$ cat config.mk
export PLATFORM = sky130hd
export DESIGN_NAME = sg_desc_engine
export DESIGN_NICKNAME = d
export VERILOG_FILES = /design/src/rtl/sg_pkg.sv /design/src/rtl/sg_len_check.sv /design/src/rtl/sg_fsm.sv /design/src/rtl/sg_regs.sv /design/src/rtl/sg_desc_engine.sv
export SDC_FILE = /design/constraint.sdc
export NUM_CORES = 2
export LEC_CHECK = 0
export BUFFER_PORTS_ARGS = -buffer_cell sky130_fd_sc_hd__buf_2
export CAP_MARGIN = 30
export CORE_UTILIZATION = 55
export CTS_BUF_LIST = sky130_fd_sc_hd__clkbuf_4
export DETAILED_ROUTE_END_ITERATION = 10
export GPL_ROUTABILITY_DRIVEN = 1
export PLACE_DENSITY = 0.76
export SKIP_CTS_REPAIR_TIMING = 1
export SYNTH_ARGS = -nofsm -noshare
export SYNTH_HDL_FRONTEND = slang
export SYNTH_SLANG_ARGS = --single-unit
$ cat constraint.sdc
create_clock -name clk_i -period 94.9 [get_ports clk_i]
set_input_delay 0 -clock clk_i [delete_from_list [all_inputs] [get_ports clk_i]]
set_output_delay 0 -clock clk_i [all_outputs]
set_load 0.05 [all_outputs]
$ cat src/rtl/sg_pkg.sv
package sg_pkg;
  typedef enum logic [1:0] {
    ST_IDLE  = 2'b00,
    ST_FETCH = 2'b01,
    ST_ADV   = 2'b10,
    ST_MOVE  = 2'b11
  } sg_state_e;

  localparam logic [1:0] ACT_NOP  = 2'd0;
  localparam logic [1:0] ACT_RSV  = 2'd1;
  localparam logic [1:0] ACT_XFER = 2'd2;
  localparam logic [1:0] ACT_LINK = 2'd3;

  localparam int B_VALID  = 0;
  localparam int B_END    = 1;
  localparam int B_INT    = 2;
  localparam int B_ACT    = 3;
  localparam int B_LEN    = 16;
  localparam int DLEN_W   = 16;
  localparam int B_ADDR   = 32;
  localparam int STRIDE   = 8;

  localparam logic [2:0] A_CTRL = 3'd0;
  localparam logic [2:0] A_PTR  = 3'd1;
  localparam logic [2:0] A_PREV = 3'd2;
  localparam logic [2:0] A_BLK  = 3'd3;
  localparam logic [2:0] A_STAT = 3'd4;
endpackage

$ cat src/rtl/sg_len_check.sv
module sg_len_check #(
  parameter int TW  = 32,
  parameter int BCW = 16,
  parameter int BLW = 12
) (
  input  logic                  clk_i,
  input  logic                  rst_ni,
  input  logic                  clr_i,
  input  logic                  add_i,
  input  logic [sg_pkg::DLEN_W-1:0] len_i,
  input  logic                  cnt_en_i,
  input  logic [BCW-1:0]        blk_cnt_i,
  input  logic [BLW-1:0]        blk_len_i,
  output logic                  bad_o
);
  logic [TW-1:0] total_q;
  logic [TW-1:0] blen_w, expect_w;

  always_ff @(posedge clk_i or negedge rst_ni) begin
    if (!rst_ni)    total_q <= '0;
    else if (clr_i) total_q <= '0;
    else if (add_i) total_q <= total_q + TW'(len_i);
  end

  assign blen_w   = TW'(blk_len_i);
  assign expect_w = TW'(blk_cnt_i) * blen_w;

  always_comb begin
    if (blen_w == '0) bad_o = 1'b1;
    else bad_o = ((total_q % blen_w) != '0) || (cnt_en_i && (total_q != expect_w));
  end

  // a zero block length can never pass
  a_r8_zero_len: assert property (@(posedge clk_i) disable iff (!rst_ni)
    (blk_len_i == '0) |-> bad_o);
endmodule

$ cat src/rtl/sg_fsm.sv
module sg_fsm import sg_pkg::*; #(
  parameter int AW = 32
) (
  input  logic            clk_i,
  input  logic            rst_ni,
  input  logic            start_i,
  input  logic            cont_i,
  input  logic            ptr_we_i,
  input  logic [AW-1:0]   ptr_wdata_i,
  input  logic            mem_ack_i,
  input  logic [AW+31:0]  mem_rdata_i,
  input  logic            xfer_done_i,
  input  logic            xfer_err_i,
  input  logic            stop_gap_i,
  input  logic            len_bad_i,
  output logic            mem_req_o,
  output logic [AW-1:0]   mem_addr_o,
  output logic            xfer_req_o,
  output logic [AW-1:0]   xfer_addr_o,
  output logic [DLEN_W-1:0] xfer_len_o,
  output logic [AW-1:0]   sys_ptr_o,
  output logic [AW-1:0]   prev_ptr_o,
  output logic            paused_o,
  output logic            acc_clr_o,
  output logic            acc_add_o,
  output logic            ev_err_o,
  output sg_state_e       ev_err_st_o,
  output logic            ev_lenmis_o,
  output logic            ev_irq_o,
  output logic            ev_cmpl_o,
  output logic            ev_final_o
);
  localparam int DW = AW + 32;

  sg_state_e      st_q, st_d;
  logic [AW-1:0]  sys_q, prev_q;
  logic [DW-1:0]  desc_q;
  logic           paused_q, chk_q;
  logic           d_end, d_int, desc_done;
  logic [1:0]     d_act;

  assign d_end = desc_q[B_END];
  assign d_int = desc_q[B_INT];
  assign d_act = desc_q[B_ACT +: 2];

  assign desc_done = ((st_q == ST_ADV) && (d_act != ACT_XFER)) ||
                     ((st_q == ST_MOVE) && xfer_done_i && !xfer_err_i);

  always_comb begin
    st_d        = st_q;
    acc_clr_o   = 1'b0;
    acc_add_o   = 1'b0;
    ev_err_o    = 1'b0;
    ev_lenmis_o = 1'b0;
    ev_irq_o    = 1'b0;
    ev_cmpl_o   = 1'b0;
    ev_final_o  = 1'b0;
    unique case (st_q)
      ST_IDLE: begin
        if (chk_q) begin
          if (len_bad_i) begin
            ev_err_o    = 1'b1;
            ev_lenmis_o = 1'b1;
          end else begin
            ev_cmpl_o  = 1'b1;
            ev_final_o = 1'b1;
          end
        end else if (start_i && !paused_q) begin
          st_d      = ST_FETCH;
          acc_clr_o = 1'b1;
        end else if (cont_i && paused_q) begin
          st_d = ST_FETCH;
        end
      end
      ST_FETCH: begin
        if (mem_ack_i) begin
          if (!mem_rdata_i[B_VALID]) begin
            ev_err_o = 1'b1;
            st_d     = ST_IDLE;
          end else begin
            st_d = ST_ADV;
          end
        end
      end
      ST_ADV:  if (d_act == ACT_XFER) st_d = ST_MOVE;
      ST_MOVE: begin
        if (xfer_done_i && xfer_err_i) begin
          ev_err_o = 1'b1;
          st_d     = ST_IDLE;
        end
      end
      default: st_d = ST_IDLE;
    endcase
    if (desc_done) begin
      ev_irq_o  = d_int;
      acc_add_o = (st_q == ST_MOVE);
      if (d_end || d_int) begin
        st_d = ST_IDLE;
      end else if (stop_gap_i) begin
        st_d      = ST_IDLE;
        ev_cmpl_o = 1'b1;
      end else begin
        st_d = ST_FETCH;
      end
    end
  end

  always_ff @(posedge clk_i or negedge rst_ni) begin
    if (!rst_ni) begin
      st_q     <= ST_IDLE;
      sys_q    <= '0;
      prev_q   <= '0;
      desc_q   <= '0;
      paused_q <= 1'b0;
      chk_q    <= 1'b0;
    end else begin
      st_q <= st_d;
      if (st_q == ST_FETCH && mem_ack_i) desc_q <= mem_rdata_i;
      if (st_q == ST_ADV) begin
        prev_q <= sys_q;
        sys_q  <= (d_act == ACT_LINK) ? desc_q[B_ADDR +: AW] : sys_q + AW'(STRIDE);
      end else if (st_q == ST_IDLE && ptr_we_i) begin
        sys_q <= ptr_wdata_i;
      end
      if (st_q == ST_IDLE)             chk_q <= 1'b0;
      else if (desc_done && d_end)     chk_q <= 1'b1;
      if (st_q == ST_IDLE && cont_i && paused_q && !chk_q) paused_q <= 1'b0;
      else if (desc_done && !d_end && d_int)               paused_q <= 1'b1;
    end
  end

  assign ev_err_st_o = st_q;
  assign mem_req_o   = (st_q == ST_FETCH);
  assign mem_addr_o  = sys_q;
  assign xfer_req_o  = (st_q == ST_MOVE);
  assign xfer_addr_o = desc_q[B_ADDR +: AW];
  assign xfer_len_o  = desc_q[B_LEN +: DLEN_W];
  assign sys_ptr_o   = sys_q;
  assign prev_ptr_o  = prev_q;
  assign paused_o    = paused_q;

  // fetch address held until acknowledged
  a_r2_addr_stable: assert property (@(posedge clk_i) disable iff (!rst_ni)
    (mem_req_o && !mem_ack_i) |=> (mem_req_o && $stable(mem_addr_o)));
  // transfer request held with its address until done
  a_r3_xfer_hold: assert property (@(posedge clk_i) disable iff (!rst_ni)
    (xfer_req_o && !xfer_done_i) |=> (xfer_req_o && $stable(xfer_addr_o)));
  // previous pointer takes the old pointer on advance
  a_r4_prev_follow: assert property (@(posedge clk_i) disable iff (!rst_ni)
    (st_q == ST_ADV) |=> (prev_q == $past(sys_q)));
  // an error halts the engine
  a_r9_halt: assert property (@(posedge clk_i) disable iff (!rst_ni)
    ev_err_o |=> (st_q == ST_IDLE && !mem_req_o && !xfer_req_o));
endmodule

$ cat src/rtl/sg_regs.sv
module sg_regs import sg_pkg::*; #(
  parameter int AW  = 32,
  parameter int BCW = 16,
  parameter int BLW = 12
) (
  input  logic            clk_i,
  input  logic            rst_ni,
  input  logic            we_i,
  input  logic [2:0]      addr_i,
  input  logic [31:0]     wdata_i,
  output logic [31:0]     rdata_o,
  input  logic [AW-1:0]   sys_ptr_i,
  input  logic [AW-1:0]   prev_ptr_i,
  input  logic            paused_i,
  input  logic            run_start_i,
  input  logic            ev_err_i,
  input  sg_state_e       ev_err_st_i,
  input  logic            ev_lenmis_i,
  input  logic            ev_irq_i,
  input  logic            ev_cmpl_i,
  input  logic            ev_final_i,
  output logic            start_o,
  output logic            cont_o,
  output logic            ptr_we_o,
  output logic [AW-1:0]   ptr_wdata_o,
  output logic            cnt_en_o,
  output logic [BCW-1:0]  blk_cnt_o,
  output logic [BLW-1:0]  blk_len_o,
  output logic            irq_o
);
  localparam int BLEN_LSB = 16;

  logic      err_q, lenmis_q, irq_q, final_q, cnt_en_q;
  sg_state_e err_st_q;
  logic [BCW-1:0] blk_cnt_q;
  logic [BLW-1:0] blk_len_q;
  logic wr_ctrl, wr_stat, wr_blk, irq_clr, err_clr;

  assign wr_ctrl = we_i && (addr_i == A_CTRL);
  assign wr_stat = we_i && (addr_i == A_STAT);
  assign wr_blk  = we_i && (addr_i == A_BLK);
  assign irq_clr = wr_stat && wdata_i[4];
  assign err_clr = wr_stat && wdata_i[3];

  assign start_o     = wr_ctrl && wdata_i[0];
  assign cont_o      = wr_stat && wdata_i[5];
  assign ptr_we_o    = we_i && (addr_i == A_PTR);
  assign ptr_wdata_o = wdata_i[AW-1:0];

  always_ff @(posedge clk_i or negedge rst_ni) begin
    if (!rst_ni) begin
      err_q     <= 1'b0;
      err_st_q  <= ST_IDLE;
      lenmis_q  <= 1'b0;
      irq_q     <= 1'b0;
      final_q   <= 1'b0;
      cnt_en_q  <= 1'b0;
      blk_cnt_q <= '0;
      blk_len_q <= '0;
    end else begin
      if (wr_ctrl) cnt_en_q <= wdata_i[1];
      if (wr_blk) begin
        blk_cnt_q <= wdata_i[BCW-1:0];
        blk_len_q <= wdata_i[BLEN_LSB +: BLW];
      end
      if (ev_irq_i)     irq_q <= 1'b1;
      else if (irq_clr) irq_q <= 1'b0;
      if (ev_err_i) begin
        err_q    <= 1'b1;
        err_st_q <= ev_err_st_i;
        lenmis_q <= ev_lenmis_i;
      end else if (err_clr) begin
        err_q    <= 1'b0;
        err_st_q <= ST_IDLE;
        lenmis_q <= 1'b0;
      end
      if (run_start_i)    final_q <= 1'b0;
      else if (ev_cmpl_i) final_q <= ev_final_i;
    end
  end

  always_comb begin
    rdata_o = '0;
    unique case (addr_i)
      A_CTRL: rdata_o[1] = cnt_en_q;
      A_PTR:  rdata_o = 32'(sys_ptr_i);
      A_PREV: rdata_o = 32'(prev_ptr_i);
      A_BLK: begin
        rdata_o[BCW-1:0]          = blk_cnt_q;
        rdata_o[BLEN_LSB +: BLW]  = blk_len_q;
      end
      A_STAT: begin
        rdata_o[1:0] = err_st_q;
        rdata_o[2]   = lenmis_q;
        rdata_o[3]   = err_q;
        rdata_o[4]   = irq_q;
        rdata_o[6]   = final_q;
        rdata_o[7]   = paused_i;
      end
      default: rdata_o = '0;
    endcase
  end

  assign cnt_en_o  = cnt_en_q;
  assign blk_cnt_o = blk_cnt_q;
  assign blk_len_o = blk_len_q;
  assign irq_o     = irq_q;

  // advance code never reported; error flag sticky
  a_r9_no_adv_code: assert property (@(posedge clk_i) disable iff (!rst_ni)
    err_q |-> (err_st_q != ST_ADV));
  a_r9_err_sticky: assert property (@(posedge clk_i) disable iff (!rst_ni)
    (err_q && !err_clr) |=> err_q);
  // interrupt status survives everything but its own clear
  a_r10_irq_sticky: assert property (@(posedge clk_i) disable iff (!rst_ni)
    (irq_q && !irq_clr) |=> irq_q);
endmodule

$ cat src/rtl/sg_desc_engine.sv
module sg_desc_engine import sg_pkg::*; #(
  parameter int AW  = 32,
  parameter int BCW = 16,
  parameter int BLW = 12,
  parameter int TW  = 32
) (
  input  logic            clk_i,
  input  logic            rst_ni,
  input  logic            reg_we_i,
  input  logic [2:0]      reg_addr_i,
  input  logic [31:0]     reg_wdata_i,
  output logic [31:0]     reg_rdata_o,
  output logic            mem_req_o,
  output logic [AW-1:0]   mem_addr_o,
  input  logic            mem_ack_i,
  input  logic [AW+31:0]  mem_rdata_i,
  output logic            xfer_req_o,
  output logic [AW-1:0]   xfer_addr_o,
  output logic [15:0]     xfer_len_o,
  input  logic            xfer_done_i,
  input  logic            xfer_err_i,
  input  logic            stop_gap_i,
  output logic            xfer_cmpl_o,
  output logic            err_irq_o,
  output logic            irq_o
);
  logic start_w, cont_w, ptr_we_w, cnt_en_w, paused_w, len_bad_w;
  logic acc_clr_w, acc_add_w, ev_err_w, ev_lenmis_w, ev_irq_w, ev_cmpl_w, ev_final_w;
  logic [AW-1:0] ptr_wdata_w, sys_ptr_w, prev_ptr_w;
  logic [BCW-1:0] blk_cnt_w;
  logic [BLW-1:0] blk_len_w;
  sg_state_e ev_err_st_w;

  sg_regs #(.AW(AW), .BCW(BCW), .BLW(BLW)) u_regs (
    .clk_i, .rst_ni,
    .we_i(reg_we_i), .addr_i(reg_addr_i), .wdata_i(reg_wdata_i), .rdata_o(reg_rdata_o),
    .sys_ptr_i(sys_ptr_w), .prev_ptr_i(prev_ptr_w), .paused_i(paused_w),
    .run_start_i(acc_clr_w), .ev_err_i(ev_err_w), .ev_err_st_i(ev_err_st_w),
    .ev_lenmis_i(ev_lenmis_w), .ev_irq_i(ev_irq_w), .ev_cmpl_i(ev_cmpl_w),
    .ev_final_i(ev_final_w), .start_o(start_w), .cont_o(cont_w), .ptr_we_o(ptr_we_w),
    .ptr_wdata_o(ptr_wdata_w), .cnt_en_o(cnt_en_w), .blk_cnt_o(blk_cnt_w),
    .blk_len_o(blk_len_w), .irq_o(irq_o)
  );

  sg_fsm #(.AW(AW)) u_fsm (
    .clk_i, .rst_ni,
    .start_i(start_w), .cont_i(cont_w), .ptr_we_i(ptr_we_w), .ptr_wdata_i(ptr_wdata_w),
    .mem_ack_i, .mem_rdata_i, .xfer_done_i, .xfer_err_i, .stop_gap_i,
    .len_bad_i(len_bad_w), .mem_req_o, .mem_addr_o, .xfer_req_o, .xfer_addr_o,
    .xfer_len_o, .sys_ptr_o(sys_ptr_w), .prev_ptr_o(prev_ptr_w), .paused_o(paused_w),
    .acc_clr_o(acc_clr_w), .acc_add_o(acc_add_w), .ev_err_o(ev_err_w),
    .ev_err_st_o(ev_err_st_w), .ev_lenmis_o(ev_lenmis_w), .ev_irq_o(ev_irq_w),
    .ev_cmpl_o(ev_cmpl_w), .ev_final_o(ev_final_w)
  );

  sg_len_check #(.TW(TW), .BCW(BCW), .BLW(BLW)) u_len (
    .clk_i, .rst_ni,
    .clr_i(acc_clr_w), .add_i(acc_add_w), .len_i(xfer_len_o),
    .cnt_en_i(cnt_en_w), .blk_cnt_i(blk_cnt_w), .blk_len_i(blk_len_w), .bad_o(len_bad_w)
  );

  assign xfer_cmpl_o = ev_cmpl_w;
  assign err_irq_o   = ev_err_w;

  // no request leaves the block without its state
  a_r1_one_req: assert property (@(posedge clk_i) disable iff (!rst_ni)
    !(mem_req_o && xfer_req_o));
endmodule

==> summary.md <==
| Metric | Value |
|---|---|
| Post-Place Cell Area | `0.04027 sq mm` |
| Required time of the critical path | `94900 ps` |
| Worst rel slew slack | `31.37%` |
| Most frequent cells in the layout | `438 x sky130_fd_sc_hd__nand2_1, 416 x sky130_fd_sc_hd__nor2_1, 402 x sky130_fd_sc_hd__ha_1` |
| Clock Pin Slew Worst Setup and Hold Paths | `220 ps` |
| Worst-Margin Slew | `1020 ps` |
| Detailed router's first-iteration violation count | `about 3.0k` |
| Max H-tree Level | `4` |
| Placement Rows | `between 90 and 100` |
| Max Buffers Root-to-Sink | `2` |
| Post-synthesis to final-layout area growth | `11.53%` |
| Fraction of final layout cells sized beyond drive strength 1 | `16.41%` |
| Synth Flop Type | `sky130_fd_sc_hd__dfrtp_1` |
| Share of flip-flops with an asynchronous set or reset after synthesis | `100.0%` |
| Vias per inst | `6.219` |
| Number of distinct library cells after synthesis | `130` |
| Slowest CP cell | `sky130_fd_sc_hd__dfrtp_4` |
| Post-synthesis area per instance | `7.789 sq um` |
| Total nets after synthesis | `around 5.5k` |
| Final hold violation count | `0` |
| Final setup skew | `73.68 ps` |
| Highest metal layer with signal wires | `met5` |
| Cell repeated most along the worst path | `sky130_fd_sc_hd__o21a_1` |
| Cells after synthesis | `roughly 5k` |
| Critical path buffers and inverters | `16` |
| Slew Viols, Final | `0` |
| Compound-Gate Fraction of Synth Area | `around a quarter` |
| Number of synthesis warnings | `0` |
| Global route overflow | `0` |
| Number of maximum-capacitance violations | `0` |
| Clock period minus final worst setup slack | `89140 ps` |
| I/O pin total | `223` |
| Post-layout nets | `a little under 6k` |
| Clock latency at the later pin of the worst-skew pair | `between 700 and 800 ps` |
| Overall Global Routing Usage | `29.59%` |
| Dominant combinational cell family by area after synthesis | `simple AND/OR/NAND/NOR gates` |
| First-pass DRT Iterations | `5` |
| Simple-gate share of the synthesized area | `24.72%` |
| Antenna violations before repair | `3` |
| Routed WL | `111.0 mm` |
| Critical path startpoint category | `flip-flop` |
| Placed Cells incl. Taps | `5927` |
| Most frequent standard cell in the layout excluding fill and tap cells | `sky130_fd_sc_hd__nand2_1` |
| Share of the clock period used by the worst path after layout | `a little over nine tenths` |
| Routed len/inst | `18.15 um` |
| Setup violation total in the final timing report | `0` |
| Vias | `between 30k and 40k` |
| Area of the mapped netlist | `0.03816 sq mm` |
| Residual DRC | `0` |
| IO Port Bufs | `211` |
| Worst hold path class | `in -> reg` |
| Number of synthesized register bits | `187` |
| EDFF count, synth | `0` |
| Crit path largest cell delay | `670 ps` |
| Std-Cell Core Area | `about 0.069 sq mm` |
| Biggest fanout along the worst timing path | `23` |
| Total die area | `between 0.07 and 0.08 sq mm` |
| Clock buffer count from CTS | `17` |
| DR WL met2 | `50.81 mm` |
| First-pass GRT wire length | `around 170 mm` |
| Number of cells in the finished layout apart from fillers | `6118` |
| Total number of clock tree sinks | `187` |
| Starting density of the core | `55.64%` |
| HPWL Detailed | `83.28 mm` |
| Clock root cell | `sky130_fd_sc_hd__clkbuf_4` |
| Kind of critical path | `reg -> out` |
| Arrival time of data at the critical path endpoint | `89140 ps` |
| Share of synthesized area occupied by flip-flops and latches | `12.26%` |
| Die height | `265.4 um` |
| Maximum number of pins on one net before global-route repair | `120` |
| Result of the run | `finished, final reports clean` |
| Detail Route met3 WL | `7.482 mm` |
| Adder and majority cell fraction of the synthesized area | `20.66%` |
| Maximum clock frequency | `roughly 0.011 GHz` |
| Multiplexer area fraction after synthesis | `between 6 and 7%` |
| Number of global-route vias before repair | `between 30k and 40k` |
| Final estimated routing congestion in global placement | `0.9337` |
| TritonCTS clock tree | `yes` |
| Post-Route Hold Slack | `3.909 ps` |
| Kind of cell adding the most delay to the critical path | `compound AO/OA/AOI/OAI gates` |
| Detailed-route wire length on metal 1 | `49.08 mm` |
| Share of the synthesized netlist area taken by xor and xnor gates | `5.653%` |
| Final std cell area, no fill | `0.04256 sq mm` |
| Yosys top cell area share | `13.18%` |
| Die extent in x | `265.4 um` |
| Post-synthesis cell type with the largest combined area | `sky130_fd_sc_hd__ha_1` |
| Dominant cells by area after synthesis | `sky130_fd_sc_hd__ha_1 13%, sky130_fd_sc_hd__dfrtp_1 12%, sky130_fd_sc_hd__fa_1 7.4%` |
| Number of nets with antenna violations after routing | `0` |
| Setup crit end kind | `output port` |
-- cells in the mapped netlist (61+ instances only) --
library cell and count:
sky130_fd_sc_hd__a21o_1 115, sky130_fd_sc_hd__a21oi_1 254, sky130_fd_sc_hd__a31oi_1 61, sky130_fd_sc_hd__and2_1 240, sky130_fd_sc_hd__clkbuf_1 161, sky130_fd_sc_hd__dfrtp_1 187
sky130_fd_sc_hd__fa_1 142, sky130_fd_sc_hd__ha_1 402, sky130_fd_sc_hd__inv_1 272, sky130_fd_sc_hd__mux2_2 179, sky130_fd_sc_hd__nand2_1 443, sky130_fd_sc_hd__nand3_1 90
sky130_fd_sc_hd__nor2_1 425, sky130_fd_sc_hd__nor3_1 223, sky130_fd_sc_hd__o21a_1 203, sky130_fd_sc_hd__o21ai_0 177, sky130_fd_sc_hd__o31ai_1 78, sky130_fd_sc_hd__or2_2 79
sky130_fd_sc_hd__xnor2_1 148, sky130_fd_sc_hd__xor2_1 89
-- final cells by class --
type | instances | area, sq um
Antenna cell | 1 | 2.502
Clock buffer | 18 | 135.1
Clock inverter | 14 | 170.2
Fill cell | 5906 | 26030
Inverter | 273 | 1025
Multi-Input combinational cell | 4193 | 31760
Sequential cell | 187 | 4688
Tap cell | 931 | 1165
Timing Repair Buffer | 501 | 3606
-- per-stage QoR --
stage | setup WS, ps | setup TNS (ps) | util (%)
2_1_floorplan | 5396 | 0 | -
3_3_place_gp | 2676 | 0 | 58.71
3_5_place_dp | 1624 | 0 | 58.71
4_1_cts | 177.4 | 0 | 59.16
5_1_grt | -331.2 | -648.2 | 62.05
6_report | 5756 | 0 | 62.05
-- worst reg2reg max path, delay by kind of cell (launching register included) --
family / cells / cell delay [ps]
AO/OA/AOI/OAI: 262 / 52460
adder cells (fa/ha/maj): 31 / 9240
buffers and inverters: 15 / 2250
flip-flops: 1 / 670
multiplexers: 9 / 2580
AND/OR/NAND/NOR: 100 / 21050
-- registers in the layout (all words and copies together), names as in the netlist --
name               flops
u_regs.blk_len_o      12
u_regs.err_st_q        2
u_fsm.prev_ptr_o      32
u_fsm.chk_q            1
u_regs.blk_cnt_o      16
u_fsm.mem_addr_o      32
u_regs.irq_o           1
u_regs.err_q           1
u_regs.cnt_en_o        1
u_fsm.ev_err_st_o      2
u_regs.lenmis_q        1
u_len.total_q         32
u_regs.final_q         1
u_fsm.desc_q          52
u_fsm.paused_o         1
-- worst paths after layout --
check                               startpoint                  end  slack (ps)  depth (start not counted)
hold reg to reg            u_fsm.prev_ptr_o[2]  u_fsm.prev_ptr_o[2]         490                          2
min in group asynchronous               rst_ni         u_regs.err_q         300                          4
setup / recovery           u_regs.blk_len_o[5]            err_irq_o        5760                        418
max in group asynchronous               rst_ni  u_regs.blk_len_o[4]       93150                          5
hold / removal                  mem_rdata_i[4]      u_fsm.desc_q[4]           4                          3
setup reg to reg           u_regs.blk_len_o[5]   u_regs.err_st_q[0]        6580                        417
-- cell families (layout without fill, tap and decap cells) --
logic type	Yosys count	after routing
flip-flops	187	187
multiplexers	230	230
XOR/XNOR	242	242
buffers and inverters	520	806
adder cells (fa/ha/maj)	545	545
AO/OA/AOI/OAI	1318	1319
other	0	1
AND/OR/NAND/NOR	1857	1857
-- metal layers --
metal | vias to the layer above | GRT usage (%)
li1 | 18350 | -
met1 | 18080 | 39.93
met2 | 1393 | 48.29
met3 | 226 | 3.916
met4 | 4 | 10.56
met5 | - | 0
Power is not shown: default switching activity piles up to over one toggle a cycle in this logic, so the estimate is an artifact.
